### config.mk
export PLATFORM = sky130hd
export DESIGN_NAME = sync_code_decoder
export DESIGN_NICKNAME = d
export VERILOG_FILES = /design/src/rtl/sync_code_pkg.sv /design/src/rtl/sync_preamble_det.sv /design/src/rtl/sync_status_check.sv /design/src/rtl/sync_line_timer.sv /design/src/rtl/sync_code_decoder.sv
export SDC_FILE = /design/constraint.sdc
export NUM_CORES = 1
export LEC_CHECK = 0
export ABC_AREA = 1
export BUFFER_PORTS_ARGS = -buffer_cell sky130_fd_sc_hd__buf_2
export CAP_MARGIN = 20
export CORE_UTILIZATION = 53
export CTS_CLUSTER_DIAMETER = 80
export DETAILED_ROUTE_END_ITERATION = 8
export PLACE_DENSITY = 0.82
export SETUP_SLACK_MARGIN = 0.5
export SLEW_MARGIN = 15
export SYNTH_ARGS = -nofsm -noshare
export SYNTH_HDL_FRONTEND = slang
export SYNTH_SLANG_ARGS = --single-unit
### constraint.sdc
create_clock -name clk -period 4.4 [get_ports clk]
set_input_delay 0.44 -clock clk [delete_from_list [all_inputs] [get_ports clk]]
set_output_delay 0.44 -clock clk [all_outputs]
set_load 0.005 [all_outputs]
### src/rtl/sync_code_pkg.sv
`timescale 1ns/1ps
package sync_code_pkg;
    typedef struct packed {
        logic f;
        logic v;
        logic h;
    } flags_t;

    // Check bits in order bit3..bit0
    function automatic logic [3:0] prot_bits(input flags_t fl);
        return {fl.v ^ fl.h, fl.f ^ fl.h, fl.f ^ fl.v, fl.f ^ fl.v ^ fl.h};
    endfunction
endpackage

### src/rtl/sync_preamble_det.sv
`timescale 1ns/1ps
module sync_preamble_det #(
    parameter int DATA_W = 8
) (
    input  logic              clk,
    input  logic              rst,
    input  logic [DATA_W-1:0] din,
    output logic              hit
);
    localparam logic [DATA_W-1:0] ALL_ONE  = '1;
    localparam logic [DATA_W-1:0] ALL_ZERO = '0;

    typedef struct packed {
        logic [DATA_W-1:0] b2;
        logic [DATA_W-1:0] b1;
        logic [DATA_W-1:0] b0;
    } hist_t;

    hist_t hist_d, hist_q;

    always_comb begin
        hist_d    = hist_q;
        hist_d.b2 = hist_q.b1;
        hist_d.b1 = hist_q.b0;
        hist_d.b0 = din;
    end

    always_ff @(posedge clk) begin
        if (rst) hist_q <= '0;
        else     hist_q <= hist_d;
    end

    // The current byte is a status byte when the three before it form the preamble
    assign hit = (hist_q.b2 == ALL_ONE) && (hist_q.b1 == ALL_ZERO) && (hist_q.b0 == ALL_ZERO);
endmodule

### src/rtl/sync_status_check.sv
`timescale 1ns/1ps
module sync_status_check
    import sync_code_pkg::*;
#(
    parameter int DATA_W = 8
) (
    input  logic [DATA_W-1:0] sbyte,
    output flags_t            flags,
    output logic              valid
);
    assign flags.f = sbyte[DATA_W-2];
    assign flags.v = sbyte[DATA_W-3];
    assign flags.h = sbyte[DATA_W-4];
    assign valid   = sbyte[DATA_W-1] && (sbyte[DATA_W-5 -: 4] == prot_bits(flags));
endmodule

### src/rtl/sync_line_timer.sv
`timescale 1ns/1ps
module sync_line_timer #(
    parameter int ACTIVE_LEN = 1440,
    parameter int BLANK_525  = 268,
    parameter int BLANK_625  = 280,
    localparam int IDX_W     = $clog2(ACTIVE_LEN)
) (
    input  logic             clk,
    input  logic             rst,
    input  logic             std_625,
    input  logic             code_ok,
    input  logic             code_end,
    input  logic             code_v,
    output logic             act,
    output logic [IDX_W-1:0] idx,
    output logic             len_err,
    output logic             blank_err
);
    localparam int PRE_LEN = 3;
    localparam int CNT_W   = $clog2(ACTIVE_LEN + BLANK_625 + 8) + 1;
    localparam logic [CNT_W-1:0] ACT_C    = CNT_W'(ACTIVE_LEN);
    localparam logic [CNT_W-1:0] LINE_T   = CNT_W'(ACTIVE_LEN + PRE_LEN);
    localparam logic [CNT_W-1:0] B525_T   = CNT_W'(BLANK_525 + PRE_LEN);
    localparam logic [CNT_W-1:0] B625_T   = CNT_W'(BLANK_625 + PRE_LEN);
    localparam logic [CNT_W-1:0] CNT_MAX  = '1;

    typedef struct packed {
        logic             in_line;
        logic             line_v;
        logic             in_blank;
        logic [CNT_W-1:0] cnt;
        logic [CNT_W-1:0] bcnt;
        logic             act;
        logic [IDX_W-1:0] idx;
        logic             len_err;
        logic             blank_err;
    } tstate_t;

    tstate_t st_d, st_q;
    logic [CNT_W-1:0] blank_target;

    always_comb begin
        st_d           = st_q;
        st_d.act       = 1'b0;
        st_d.len_err   = 1'b0;
        st_d.blank_err = 1'b0;
        blank_target   = std_625 ? B625_T : B525_T;
        if (code_ok) begin
            if (code_end) begin
                st_d.len_err  = st_q.in_line && (st_q.cnt != LINE_T);
                st_d.in_line  = 1'b0;
                st_d.in_blank = 1'b1;
                st_d.bcnt     = '0;
            end else begin
                st_d.blank_err = st_q.in_blank && (st_q.bcnt != blank_target);
                st_d.in_blank  = 1'b0;
                st_d.in_line   = 1'b1;
                st_d.cnt       = '0;
                st_d.line_v    = code_v;
            end
        end else begin
            st_d.act = st_q.in_line && !st_q.line_v && (st_q.cnt < ACT_C);
            if (st_d.act) st_d.idx = st_q.cnt[IDX_W-1:0];
            if (st_q.in_line && (st_q.cnt != CNT_MAX))   st_d.cnt  = st_q.cnt + 1'b1;
            if (st_q.in_blank && (st_q.bcnt != CNT_MAX)) st_d.bcnt = st_q.bcnt + 1'b1;
        end
    end

    always_ff @(posedge clk) begin
        if (rst) st_q <= '0;
        else     st_q <= st_d;
    end

    assign act       = st_q.act;
    assign idx       = st_q.idx;
    assign len_err   = st_q.len_err;
    assign blank_err = st_q.blank_err;

    // the index stays inside the active window
    assert_idx_range_R4: assert property (@(posedge clk) disable iff (rst)
        act |-> (idx < IDX_W'(ACTIVE_LEN)));

    // consecutive active bytes carry consecutive indices
    assert_idx_step_R4: assert property (@(posedge clk) disable iff (rst)
        (act && $past(act)) |-> (idx == IDX_W'($past(idx) + 1'b1)));
endmodule

### src/rtl/sync_code_decoder.sv
`timescale 1ns/1ps
module sync_code_decoder
    import sync_code_pkg::*;
#(
    parameter int DATA_W     = 8,
    parameter int ACTIVE_LEN = 1440,
    parameter int BLANK_525  = 268,
    parameter int BLANK_625  = 280,
    localparam int IDX_W     = $clog2(ACTIVE_LEN)
) (
    input  logic              clk,
    input  logic              rst,
    input  logic              std_625,
    input  logic [DATA_W-1:0] din,
    output logic              vid_active,
    output logic [IDX_W-1:0]  pix_idx,
    output logic              line_start,
    output logic              line_end,
    output logic              field_id,
    output logic              vblank,
    output logic              hblank,
    output logic              prot_err,
    output logic              len_err,
    output logic              blank_err
);
    typedef struct packed {
        flags_t flags;
        logic   sol;
        logic   eol;
        logic   perr;
    } top_state_t;

    top_state_t ts_d, ts_q;
    logic   hit;
    logic   stat_ok;
    flags_t stat_fl;
    logic   code_ok;

    sync_preamble_det #(.DATA_W(DATA_W)) u_det (
        .clk (clk),
        .rst (rst),
        .din (din),
        .hit (hit)
    );

    sync_status_check #(.DATA_W(DATA_W)) u_chk (
        .sbyte (din),
        .flags (stat_fl),
        .valid (stat_ok)
    );

    assign code_ok = hit && stat_ok;

    sync_line_timer #(
        .ACTIVE_LEN (ACTIVE_LEN),
        .BLANK_525  (BLANK_525),
        .BLANK_625  (BLANK_625)
    ) u_tmr (
        .clk       (clk),
        .rst       (rst),
        .std_625   (std_625),
        .code_ok   (code_ok),
        .code_end  (stat_fl.h),
        .code_v    (stat_fl.v),
        .act       (vid_active),
        .idx       (pix_idx),
        .len_err   (len_err),
        .blank_err (blank_err)
    );

    always_comb begin
        ts_d      = ts_q;
        ts_d.sol  = 1'b0;
        ts_d.eol  = 1'b0;
        ts_d.perr = hit && !stat_ok;
        if (code_ok) begin
            ts_d.flags = stat_fl;
            ts_d.sol   = !stat_fl.h;
            ts_d.eol   = stat_fl.h;
        end
    end

    always_ff @(posedge clk) begin
        if (rst) ts_q <= '0;
        else     ts_q <= ts_d;
    end

    assign field_id   = ts_q.flags.f;
    assign vblank     = ts_q.flags.v;
    assign hblank     = ts_q.flags.h;
    assign line_start = ts_q.sol;
    assign line_end   = ts_q.eol;
    assign prot_err   = ts_q.perr;

    // a single code never gives both strobes
    assert_one_strobe_R3: assert property (@(posedge clk) disable iff (rst)
        !(line_start && line_end));

    // a rejected status byte leaves the flags and strobes alone
    assert_prot_hold_R2: assert property (@(posedge clk) disable iff (rst)
        prot_err |-> ($stable({field_id, vblank, hblank}) && !line_start && !line_end));

    // length errors are reported only with an end strobe
    assert_len_with_end_R6: assert property (@(posedge clk) disable iff (rst)
        len_err |-> line_end);

    // blanking errors are reported only with a start strobe
    assert_blank_with_start_R7: assert property (@(posedge clk) disable iff (rst)
        blank_err |-> line_start);

    // no active bytes while vertical blanking is flagged
    assert_no_act_vblank_R5: assert property (@(posedge clk) disable iff (rst)
        vid_active |-> !vblank);

    // the active strobe only begins right after a start strobe
    assert_act_after_start_R4: assert property (@(posedge clk) disable iff (rst)
        $rose(vid_active) |-> $past(line_start));
endmodule

# ---- Word-level counts from Yosys, hierarchy flattened
# Index checks and enable logic that the tools add are counted.
dict set report word_totals {
  reg_bits 71
  input_bits 11
  out_inout_bits 20
  word_cells 69
}
dict set report classes {
  n_addsub 2
  magnitude_cmp 1
  eq_ne 8
  n_mux 8
  bitwise_logic 6
  n_reduce_logical 26
}
# cell n
set ops {}
lappend ops {{$mux W12} 4}
lappend ops {{$add A12 B1 Y12 const B} 2}
lappend ops {{$mux W24} 1}
lappend ops {{$ne A12 B12 Y1 const B} 2}
lappend ops {{$logic_not A8 Y1} 2}
lappend ops {{$lt A12 B11 Y1 const B} 1}
lappend ops {{$ne A12 B11 Y1 const B} 1}
lappend ops {{$ne A12 B12 Y1} 1}
lappend ops {{$logic_and A1 B1 Y1} 11}
lappend ops {{$eq A8 B8 Y1 const B} 1}
lappend ops {{$reduce_and A2 Y1} 4}
lappend ops {{$reduce_or A3 Y1} 2}
lappend ops {{$mux W5} 1}
lappend ops {{$eq A4 B4 Y1} 1}
lappend ops {{$ne A2 B2 Y1 const B} 2}
lappend ops {{$reduce_bool A2 Y1} 2}
lappend ops {{$reduce_or A2 Y1} 2}
lappend ops {{$xor A1 B1 Y1} 4}
lappend ops {{$logic_not A1 Y1} 3}
lappend ops {{$mux W1} 2}
lappend ops {{$not A1 Y1} 2}

# ---- Longest topological paths before layout
# Gate-level depths: netlist (run 1).
dict set report logic_depth {
  ltp_word 7
  mapped_depth 13
  depth_no_buf 13
}

# ---- Hierarchy
# Synthesis (run 1) repeated with hierarchy kept, for this count alone.
dict set report hier_totals {
  cells_unflattened 522
  hier_area_um2 3473.3
}
# mod n_inst cells_each area_each_um2 seq_area_each_um2
set modules_own_cells {}
lappend modules_own_cells {sync_line_timer 1 357 2322.2 820.8}
lappend modules_own_cells {sync_preamble_det 1 97 765.7 480.5}
lappend modules_own_cells {sync_code_decoder 1 26 202.7 120.1}
lappend modules_own_cells {sync_status_check 1 42 182.7 0.0}

# ---- Worst setup path before layout (run 1)
# Ideal clock, no wire load.
dict set report synth_path {
  path_type {input to register}
  start {in din[4]}
  end {reg u_tmr.st_q[36] in the netlist's numbering}
  setup_ns 0.112
  arrival_time_ns 1.554
  required_time_ns 4.288
  setup_slack_ns 2.735
  path_stages 11
  path_buffers 1
  cell_sequence {inv_2 -> nand2_1 -> nand3_1 -> nand2_1 -> nor2_1 -> nand2_1 -> nor2_2 -> buf_4 -> nor2_1 -> nor2_1 -> nor2_1}
}
dict set report synth_via {
  elab_chain_cells 6
  word_cells_on_any_way 10
  classes_between {eq/ne: 2; mux: 1; bitwise: 3; reduce/logical: 4}
}
# item line
set synth_rtl {}
lappend synth_rtl {{start, declared} sync_code_decoder.sv:14} ;# input logic [DATA_W-1:0] din,
lappend synth_rtl {{$xor A1 B1 Y1} sync_code_pkg.sv:11} ;# return {fl.v ^ fl.h, fl.f ^ fl.h, fl.f ^ fl.v, fl.f ^ fl.v ^ fl.h};
lappend synth_rtl {{$eq A4 B4 Y1} sync_status_check.sv:14} ;# assign valid = sbyte[DATA_W-1] && (sbyte[DATA_W-5 -: 4] == prot_bits(flags));
lappend synth_rtl {{$logic_and A1 B1 Y1} sync_status_check.sv:14}
lappend synth_rtl {{$logic_and A1 B1 Y1} sync_code_decoder.sv:52} ;# assign code_ok = hit && stat_ok;
lappend synth_rtl {{$ne A2 B2 Y1 (no line) or $reduce_bool A2 Y1 (tied branches)} n/a}
lappend synth_rtl {{$reduce_and A2 Y1 (no line)} n/a}
lappend synth_rtl {{end signal, assigned} sync_line_timer.sv:71} ;# else st_q <= st_d;
lappend synth_rtl {{end, declared} sync_line_timer.sv:39} ;# tstate_t st_d, st_q;
# Several ways; a longest one is shown, not always the timed one.
# A chain may end at the register's enable or synchronous reset.

# ---- Worst setup path in the final report (run 1)
dict set report layout_path {
  start {in din[4]}
  end {reg u_tmr.st_q[37] in the netlist's numbering}
}
# The elaborated chain is that of the path after synthesis.

==> results of run 1 <==
layout make-up:
cell class,count,share of cell area
clock buffer,9,0.0335
clock inverter,7,0.0332
inverter,63,0.0640
multi-input combinational,340,0.420
sequential,70,0.379
tap,75,0.0254
timing repair buffer,32,0.0447
cells by family (layout without fill, tap and decap cells):
family,count (synthesis),count (layout),share of synthesized area
and+or+nand+nor,287,287,0.364
buffers and inverters,89,111,0.116
DFF,70,70,0.420
AOI/OAI and AO/OA,37,37,0.0566
xor gates and xnor gates,14,14,0.0367
adders and majority gates,2,2,0.00750
cells in the final DEF (no fill, tap or decap):
master      instances
and2_4              1
a21oi_1            28
clkbuf_8            9
nand3_1            45
nor2_1             90
inv_1              61
ha_1                2
and2_1              2
nor4_1              2
nand4_1            10
nand2_4             1
nand3b_1            2
dfxtp_1            70
nand2_1           123
buf_4               2
clkinv_4            2
bufinv_16           3
xor2_1             14
o21ai_0             8
nor2_2              1
clkinvlp_4          2
buf_2              30
nor2_4              1
nand2_2             3
inv_2               2
nor3_1              6
o41ai_1             1
registers in the layout (all words and copies together) (netlist names):
name and flops:
u_tmr.blank_err 1, u_det.hist_q 8, u_tmr.len_err 1, u_tmr.st_q 26, line_start 1, line_end 1, u_det.hist_d 16, hblank 1
field_id 1, u_tmr.act 1, prot_err 1, u_tmr.idx 11, vblank 1
per-layer routing:
layer,vias to the layer above,track usage,part of all wire
li1,1573,-,-
met1,1382,0.310,0.47
met2,83,0.391,0.48
met3,15,0.0517,0.038
met4,0,0.0982,0.018
met5,-,0,0
power groups by stage:
| stage | logic, W | clock network (W) | registers [W] |
|---|---|---|---|
| 6_report | 0.0000529 | 0.000627 | 0.000646 |
| 5_1_grt | 0.0000600 | 0.000668 | 0.000647 |
| 4_1_cts | 0.0000527 | 0.000636 | 0.000646 |
| 3_5_place_dp | 0.0000518 | 0 | 0.000660 |
| 3_3_place_gp | 0.0000491 | 0 | 0.000660 |
| 2_1_floorplan | 0.0000370 | 0 | 0.000660 |
through the flow:
| step | power [W] | cell area (sq um) | hold WS, ns |
|---|---|---|---|
| finish | 0.00133 | 3690 | 0.307 |
| global route | 0.00137 | 3690 | 0.304 |
| CTS | 0.00133 | 3690 | 0.299 |
| detailed placement | 0.000712 | 3450 | 0.413 |
| global placement | 0.000709 | 3450 | 0.408 |
| floorplan | 0.000697 | 3340 | 0.403 |
worst max path at each step:
stage	to	slack, ns
2_1_floorplan	u_tmr.st_q[36]	2.73
3_3_place_gp	u_tmr.st_q[37]	2.01
3_5_place_dp	u_tmr.st_q[37]	1.89
4_1_cts	u_tmr.st_q[37]	2.21
5_1_grt	u_tmr.st_q[30]	1.90
6_report	u_tmr.st_q[37]	2.15
worst max-delay path, stage by stage:
cell and delay (ns):
buf_2 0.13, inv_2 0.12, nand2_1 0.08, nand3_1 0.08, nand2_1 0.06, nor2_1 0.33
nand4_1 0.56, nand2_2 0.42, inv_2 0.12, nor2_1 0.12, nor2_1 0.04
==> impl_metrics.ini, run 1 <==
[run_status]
status = finished clean

[final_layout]
fin_util = 0.617
drive_above_1_share = 0.109
fillers = 549
multi_input_area_sq_mm = 0.00155
area_delta_synth_final_pct = 10.6
fin_cells = 596
ff_latch_area_sq_mm = 0.00140
layout.nets = 529
antenna_cells = 0

[setup_path]
endpoint_kind = flop
r2r_end = u_tmr.st_q[37]
cp-startpoint = din[4]
r2r_slack_ns = 2.19
r2r_start = u_det.hist_d[23]
start_kind = input port
crit_fanout = 12
path_class = in2reg
arrival_ns = 2.50
reg2regPathDepth = 10
cp.required_ns = 4.65

[routing]
vias_per_cell = 5.12
drt_iter0_drc = 204
wl_per_cell_microns = 11.9
final_antenna_net_count = 0
routed_wl_microns = 7090
firstDrtPassIters = 5
vias = 3053
drcViolationCount = 0

[synthesis]
syn_nets = 512
syn_avg_cell_area_sq_um = 6.69
yosysSeqAreaShare = 0.420
synth_top_cell_by_area = dfxtp_1
synth-seq-cells = 70
synthFlopType = dfxtp_1
synth_top_area_share = 0.420
synthCells = 499
synth_edf_count = 0
synthMostInstantiatedCell = nand2_1
synthTopCellsByArea = dfxtp_1 42%, nand2_1 14%, nor2_1 10%, inv_1 6.9%, nand3_1 6.7%
ys_types = 25
syn-cell-area_sq_mm = 0.00334
async_flop_share = 0
synth_top_cells_by_count = 123 x nand2_1, 90 x nor2_1, 70 x dfxtp_1
yosysWarnings = 0

[die]
core-area_sq_mm = 0.00599
ioPinCount = 31
dieArea_sq_mm = 0.00662
start_util = 0.557
rows = 28
fp.dieW_microns = 81.4
fp.dieH_microns = 81.4

[timing]
timing_hold_violations_final = 0
setup_viol = 0
grt_setup_unrepaired = no
period_minus_slack_ns = 2.25
fmax_mhz = 445
slew_violations = 0
worst_pin_slew_ns = 0.871
worst_slack_ns = 2.15
relSlewSlack = 0.417
final.setup.tns_ns = 0
period_share = 0.510
fin_worst_skew_ns = 0.00910

[global_route]
grt_pass1_wl_microns = 12200
grt_pass1_vias = 2763
grt_usage = 0.242
antenna_found_initial = 0
grt_overflow = 0
grt_max_degree = 55

[hold_path]
holdPathStages = 3
min_path_type = in2reg
hold_path.startpoint = din[7]
whs_endpoint = u_det.hist_d[15]

[pwr]
p_leak_nw = 1.61
p_seq_frac = 0.487
power_switching_w = 0.000290
clockPowerShare = 0.473
p_int_w = 0.00104
p_sw_frac = 0.219
combPwrFrac = 0.040
power_density_mw_per_mm2 = 359
ir_worst_vdd_mv = 0.300

[placement]
place_inst = 580
dp_slack_ns = 1.89
dp_hpwl_microns = 4930
numPortBuffers = 30
gp_congestion = 0.969

[cts]
cts_tree = done
cts.htree.levels = 3
cts.sinks = 70
cts_buffers = 9
cts.clk_slew.worst_paths_ns = 0.08
post_cts_resized = 0
cts_setup_buffers = 0
root_buffer = clkbuf_8
holdBufCountCts = 0
insertion_delay_ns = 0.35
clockBufferDepth = 2

[run]
maxCapViolations = 0
(Power assumes the default switching activity.)
==> inputs of run 2 (changes only) <==
--- a/config.mk
+++ b/config.mk
@@ -11,7 +11,7 @@
 export CORE_UTILIZATION = 53
 export CTS_CLUSTER_DIAMETER = 80
 export DETAILED_ROUTE_END_ITERATION = 8
-export PLACE_DENSITY = 0.82
+export PLACE_DENSITY = 0.85
 export SETUP_SLACK_MARGIN = 0.5
 export SLEW_MARGIN = 15
 export SYNTH_ARGS = -nofsm -noshare
==> constraint.sdc (replaced) <==
create_clock -name clk -period 1.8 [get_ports clk]
set_input_delay 0.18 -clock clk [delete_from_list [all_inputs] [get_ports clk]]
set_output_delay 0.18 -clock clk [all_outputs]
set_load 0.005 [all_outputs]
==> run 2 against run 1 <==
Non-clock buffer count is 40 higher. Power grew to 2.5 times the previous value. First-iteration DRC count rose by 51%. Worst setup slack got worse by 2.1 ns. Routed wire length up 52%.
==> impl_metrics.ini, run 2 (same netlist as run 1, synthesis figures left out) <==
[setup_path]
endpoint_kind = flop
cpLargestDelayFamily = simple AND/OR/NAND/NOR gates
path_class = reg2reg
critical_path_buf_inv_count = 2
cp_slowest_cell = dfxtp_2
cp.required_ns = 2.05
arrival_ns = 1.97
crit_chain = nor2_4 -> nand2_1 -> nor2_2 -> nand2_1 -> nor2_2 -> nand4_1 -> buf_6 -> buf_4 -> nand3_1 -> a21oi_1
start_kind = flop
crit_fanout = 5
max_stage_delay_ns = 0.35

[final_layout]
largest-register = u_tmr.st_q
fin_area_sq_mm = 0.00474
layout.nets = 571
area_delta_synth_final_pct = 41.9
mostFrequentLayoutCell = nand2_1
largest_reg_flops = 26
fin_cells = 638
antenna_cells = 0
final_cell_mix = 102 x nand2_1, 67 x nor2_1, 54 x inv_1
drive_above_1_share = 0.385

[timing]
final.setup.tns_ns = 0
period_share = 0.959
period_minus_slack_ns = 1.73
timing_hold_violations_final = 0
worst_pin_slew_ns = 0.521
relSlewSlack = 0.648
fmax_mhz = 579
grt_setup_unrepaired = yes
slew_violations = 0
fin_worst_skew_ns = 0.00684
setup_viol = 0

[cts]
root_buffer = clkbuf_8
cts_tree = done
cts.htree.levels = 3
cts.sinks = 70
clockBufferDepth = 2
cts_buffers = 9
insertion_delay_ns = 0.36
cts.clk_slew.worst_paths_ns = 0.08

[global_route]
grt_overflow = 0
globalRouteMet2Util = 0.566
grt_max_degree = 24
grt_usage = 0.323
grt_pass1_vias = 3398
top_usage_layer = met2
antenna_found_initial = 0
use_met3 = 0.0820
grt_pass1_wl_microns = 15800
gr-usage-met1 = 0.353

[routing]
vias = 3600
drcViolationCount = 0
vias_per_cell = 5.64
wl_per_cell_microns = 16.9
final_antenna_net_count = 0
firstDrtPassIters = 5
routed_wl_microns = 10800
drt_iter0_drc = 309

[run]
maxCapViolations = 0

[pwr]
p_leak_nw = 1.95
power_density_mw_per_mm2 = 706
ir_worst_vdd_mv = 0.607
power_w = 0.00335

[die]
ioPinCount = 31
dieArea_sq_mm = 0.00662
core-area_sq_mm = 0.00599
start_util = 0.557
rows = 28
fp.dieH_microns = 81.4
fp.dieW_microns = 81.4

[run_status]
status = finished clean

[placement]
place_inst = 590
dp_hpwl_microns = 5280
gp_congestion = 0.927
numPortBuffers = 30
placed_area_sq_mm = 0.00362

[hold_path]
min_path_type = in2reg
[run 2: path summary, 6_finish.rpt]
path | from | endpoint | slack, ns | cells past startpoint
max | u_det.hist_d[13] | u_tmr.st_q[23] | 0.07 | 10
min | din[3] | u_det.hist_d[11] | 0.04 | 3
max reg2reg | u_det.hist_d[13] | u_tmr.st_q[23] | 0.07 | 10
min reg2reg | u_det.hist_d[10] | u_det.hist_d[18] | 0.44 | 2
[run 2: metrics by stage]
stage	hold WS (ns)	setup slack [ns]	util
final	0.0439	0.0743	0.791
after global routing	0.0461	0.0311	0.791
after CTS	0.0426	0.201	0.753
after detailed placement	0.412	-0.0336	0.604
after global placement	0.400	0.0182	0.604
after floorplan	0.287	0.347	-
[run 2: area by class of cell]
class,instances,area [sq um]
Multi-Input combinational cell,342,2120
Sequential cell,70,1440
Fill cell,362,1250
Timing Repair Buffer,72,598
Inverter,63,249
Clock buffer,9,124
Clock inverter,7,123
Tap cell,75,93.8
[run 2: per-layer routing]
layer  part of all wire  wire length [microns]
met2               0.51                   5450
met4              0.045                    485
met5                  0                      0
met3              0.074                    797
met1               0.37                   4020
[run 2: where the power goes]
group	total, W	internal, W	switching, W	leakage, nW
combinational	0.000182	0.0000626	0.000119	1.26
clock	0.00158	0.000924	0.000657	0.116
sequential	0.00158	0.00157	0.0000188	0.577
[run 2: worst register-to-register path, delay by kind of cell (launching register included)]
kind                   cells  cell delay (ns)
DFF                        1             0.35
and+or+nand+nor            7             0.89
AOI/OAI and AO/OA          1             0.08
buffers and inverters      2             0.31
[run 2: repair_timing]
item                       in CTS  in global routing
setup buffers                  24                  4
gates cloned                    3                  1
hold buffers                    0                  0
setup endpoints to repair      45                 46
resized for setup             100                 51
pin swaps                      50                 24
==> inputs of run 3 (changes only) <==
--- a/config.mk
+++ b/config.mk
@@ -8,6 +8,7 @@
 export ABC_AREA = 1
 export BUFFER_PORTS_ARGS = -buffer_cell sky130_fd_sc_hd__buf_2
 export CAP_MARGIN = 20
+export CORE_ASPECT_RATIO = 0.5
 export CORE_UTILIZATION = 53
 export CTS_CLUSTER_DIAMETER = 80
 export DETAILED_ROUTE_END_ITERATION = 8
==> run 3 against run 2 <==
The flow now finishes with violations (DRC, setup timing). Global-route usage increased by 1.0 points. First-iteration DRC count grew 130%. Sequential power hardly changed. Non-clock buffer count shrank 9.
==> impl_metrics.ini, run 3 (same netlist as run 1, synthesis figures left out) <==
[die]
fp.dieH_microns = 58.1
core-area_sq_mm = 0.00608
rows = 20
dieArea_sq_mm = 0.00664
start_util = 0.549
ioPinCount = 31
fp.dieW_microns = 114

[final_layout]
mostFrequentLayoutCell = nand2_1
fin_area_sq_mm = 0.00465
antenna_cells = 0
layout.nets = 563
area_delta_synth_final_pct = 39.4
fin_util = 0.765
largest-register = u_tmr.st_q
final_cell_mix = 88 x nand2_1, 61 x nor2_1, 52 x dfxtp_1
drive_above_1_share = 0.384
largest_reg_flops = 26

[timing]
fmax_mhz = 553
timing_hold_violations_final = 0
holdWs_ns = 0.119
period_share = 1.01
relSlewSlack = 0.568
grt_setup_unrepaired = yes
setup_viol = 1
slew_violations = 0
final.setup.tns_ns = -0.00917
worst_slack_ns = -0.00917
period_minus_slack_ns = 1.81
worst_pin_slew_ns = 0.639
fin_worst_skew_ns = 0.00827

[setup_path]
path_class = reg2reg
start_kind = flop
crit_fanout = 15
arrival_ns = 2.04
cp.required_ns = 2.03
endpoint_kind = flop
reg2regPathDepth = 11

[pwr]
p_sw_frac = 0.254
power_density_mw_per_mm2 = 750
p_leak_nw = 1.90
p_int_w = 0.00260
power_switching_w = 0.000888
combPwrFrac = 0.059
ir_worst_vdd_mv = 0.459
power_w = 0.00349
p_seq_frac = 0.455
clockPowerShare = 0.486

[placement]
numPortBuffers = 30
placed_area_sq_mm = 0.00361
dp_hpwl_microns = 5160
gp_congestion = 0.954

[global_route]
grt_usage = 0.333
grt_pass1_vias = 3414
grt_overflow = 0
grt_max_degree = 29
grt_pass1_wl_microns = 16700
antenna_found_initial = 0

[routing]
drt_iter0_drc = 700
routed_wl_microns = 13300
vias = 4000
vias_per_cell = 6.22
met1_length_microns = 4750
wl_met3_microns = 1900
wl_per_cell_microns = 20.6
final_antenna_net_count = 0
drcViolationCount = 130
top_layer = met4
firstDrtPassIters = 9
wl_met2_microns = 5540

[cts]
root_buffer = clkbuf_16
clockBufferDepth = 2
cts.sinks = 70
cts_buffers = 9
cts_tree = done
cts.htree.levels = 3
cts.clk_slew.worst_paths_ns = 0.06
insertion_delay_ns = 0.35

[run_status]
failed_checks = DRC, setup timing
status = complete, but fails checks

[hold_path]
holdPathStages = 3
min_path_type = in2reg

[run]
maxCapViolations = 0
## run 3: cell count changes in the layout (fill, tap and decap cells not counted), moves of 8 or more
cell | before | now
nand2_2 | 16 | 24
nand3_1 | 22 | 34
nand3_2 | 17 | 8
nand2_1 | 102 | 88
clkbuf_16 | 0 | 9
clkbuf_8 | 9 | 1
## run 3: final timing paths
check / slack, ns / end / from
setup / recovery: -0.009 / u_tmr.st_q[30] / u_det.hist_d[19]
hold / removal: 0.12 / u_det.hist_d[10] / din[2]
setup reg to reg: -0.009 / u_tmr.st_q[30] / u_det.hist_d[19]
hold reg to reg: 0.46 / u_det.hist_q[16] / u_det.hist_d[16]
## run 3: through the flow
stage,cells,worst slack [ns]
3_5_place_dp,600,0.0718
2_1_floorplan,499,0.347
4_1_cts,633,0.197
6_report,643,-0.00917
3_3_place_gp,600,0.152
5_1_grt,643,-0.0385
## run 3: critical path, cell delays in order, from the launching register on
cell and delay [ns]:
dfxtp_2 0.34, nor2_4 0.14, nand2_2 0.09, nor2_4 0.13, buf_4 0.11, buf_4 0.09
nand4_1 0.14, nor2_2 0.19, buf_12 0.17, nor2_1 0.07, nor2_1 0.15, nor2_1 0.06
## run 3: what timing repair did
item,in CTS,in global routing
hold buffers,0,0
resized for setup,64,94
setup endpoints to repair,45,46
cloned,6,0
buffers inserted,11,10
pin swaps,24,34
## run 3: cell type report
type	instances	area [sq um]
Tap cell	88	110
Multi-Input combinational cell	343	2140
Timing Repair Buffer	63	433
Inverter	63	249
Sequential cell	70	1440
Clock inverter	6	46.3
Fill cell	352	1430
Clock buffer	10	239
## run 3: power groups by stage
stage | Combinational (W) | Clock, W | Sequential, W
floorplan | 0.0000913 | 0 | 0.00161
global placement | 0.000121 | 0 | 0.00161
detailed placement | 0.000125 | 0 | 0.00162
CTS | 0.000143 | 0.00166 | 0.00158
global route | 0.000217 | 0.00176 | 0.00159
finish | 0.000207 | 0.00170 | 0.00159
## run 3: metal layers
metal,GRT usage,vias to the layer above
li1,-,1659
met1,0.402,1771
met4,0.163,0
met3,0.118,164
met2,0.539,406
met5,0,-
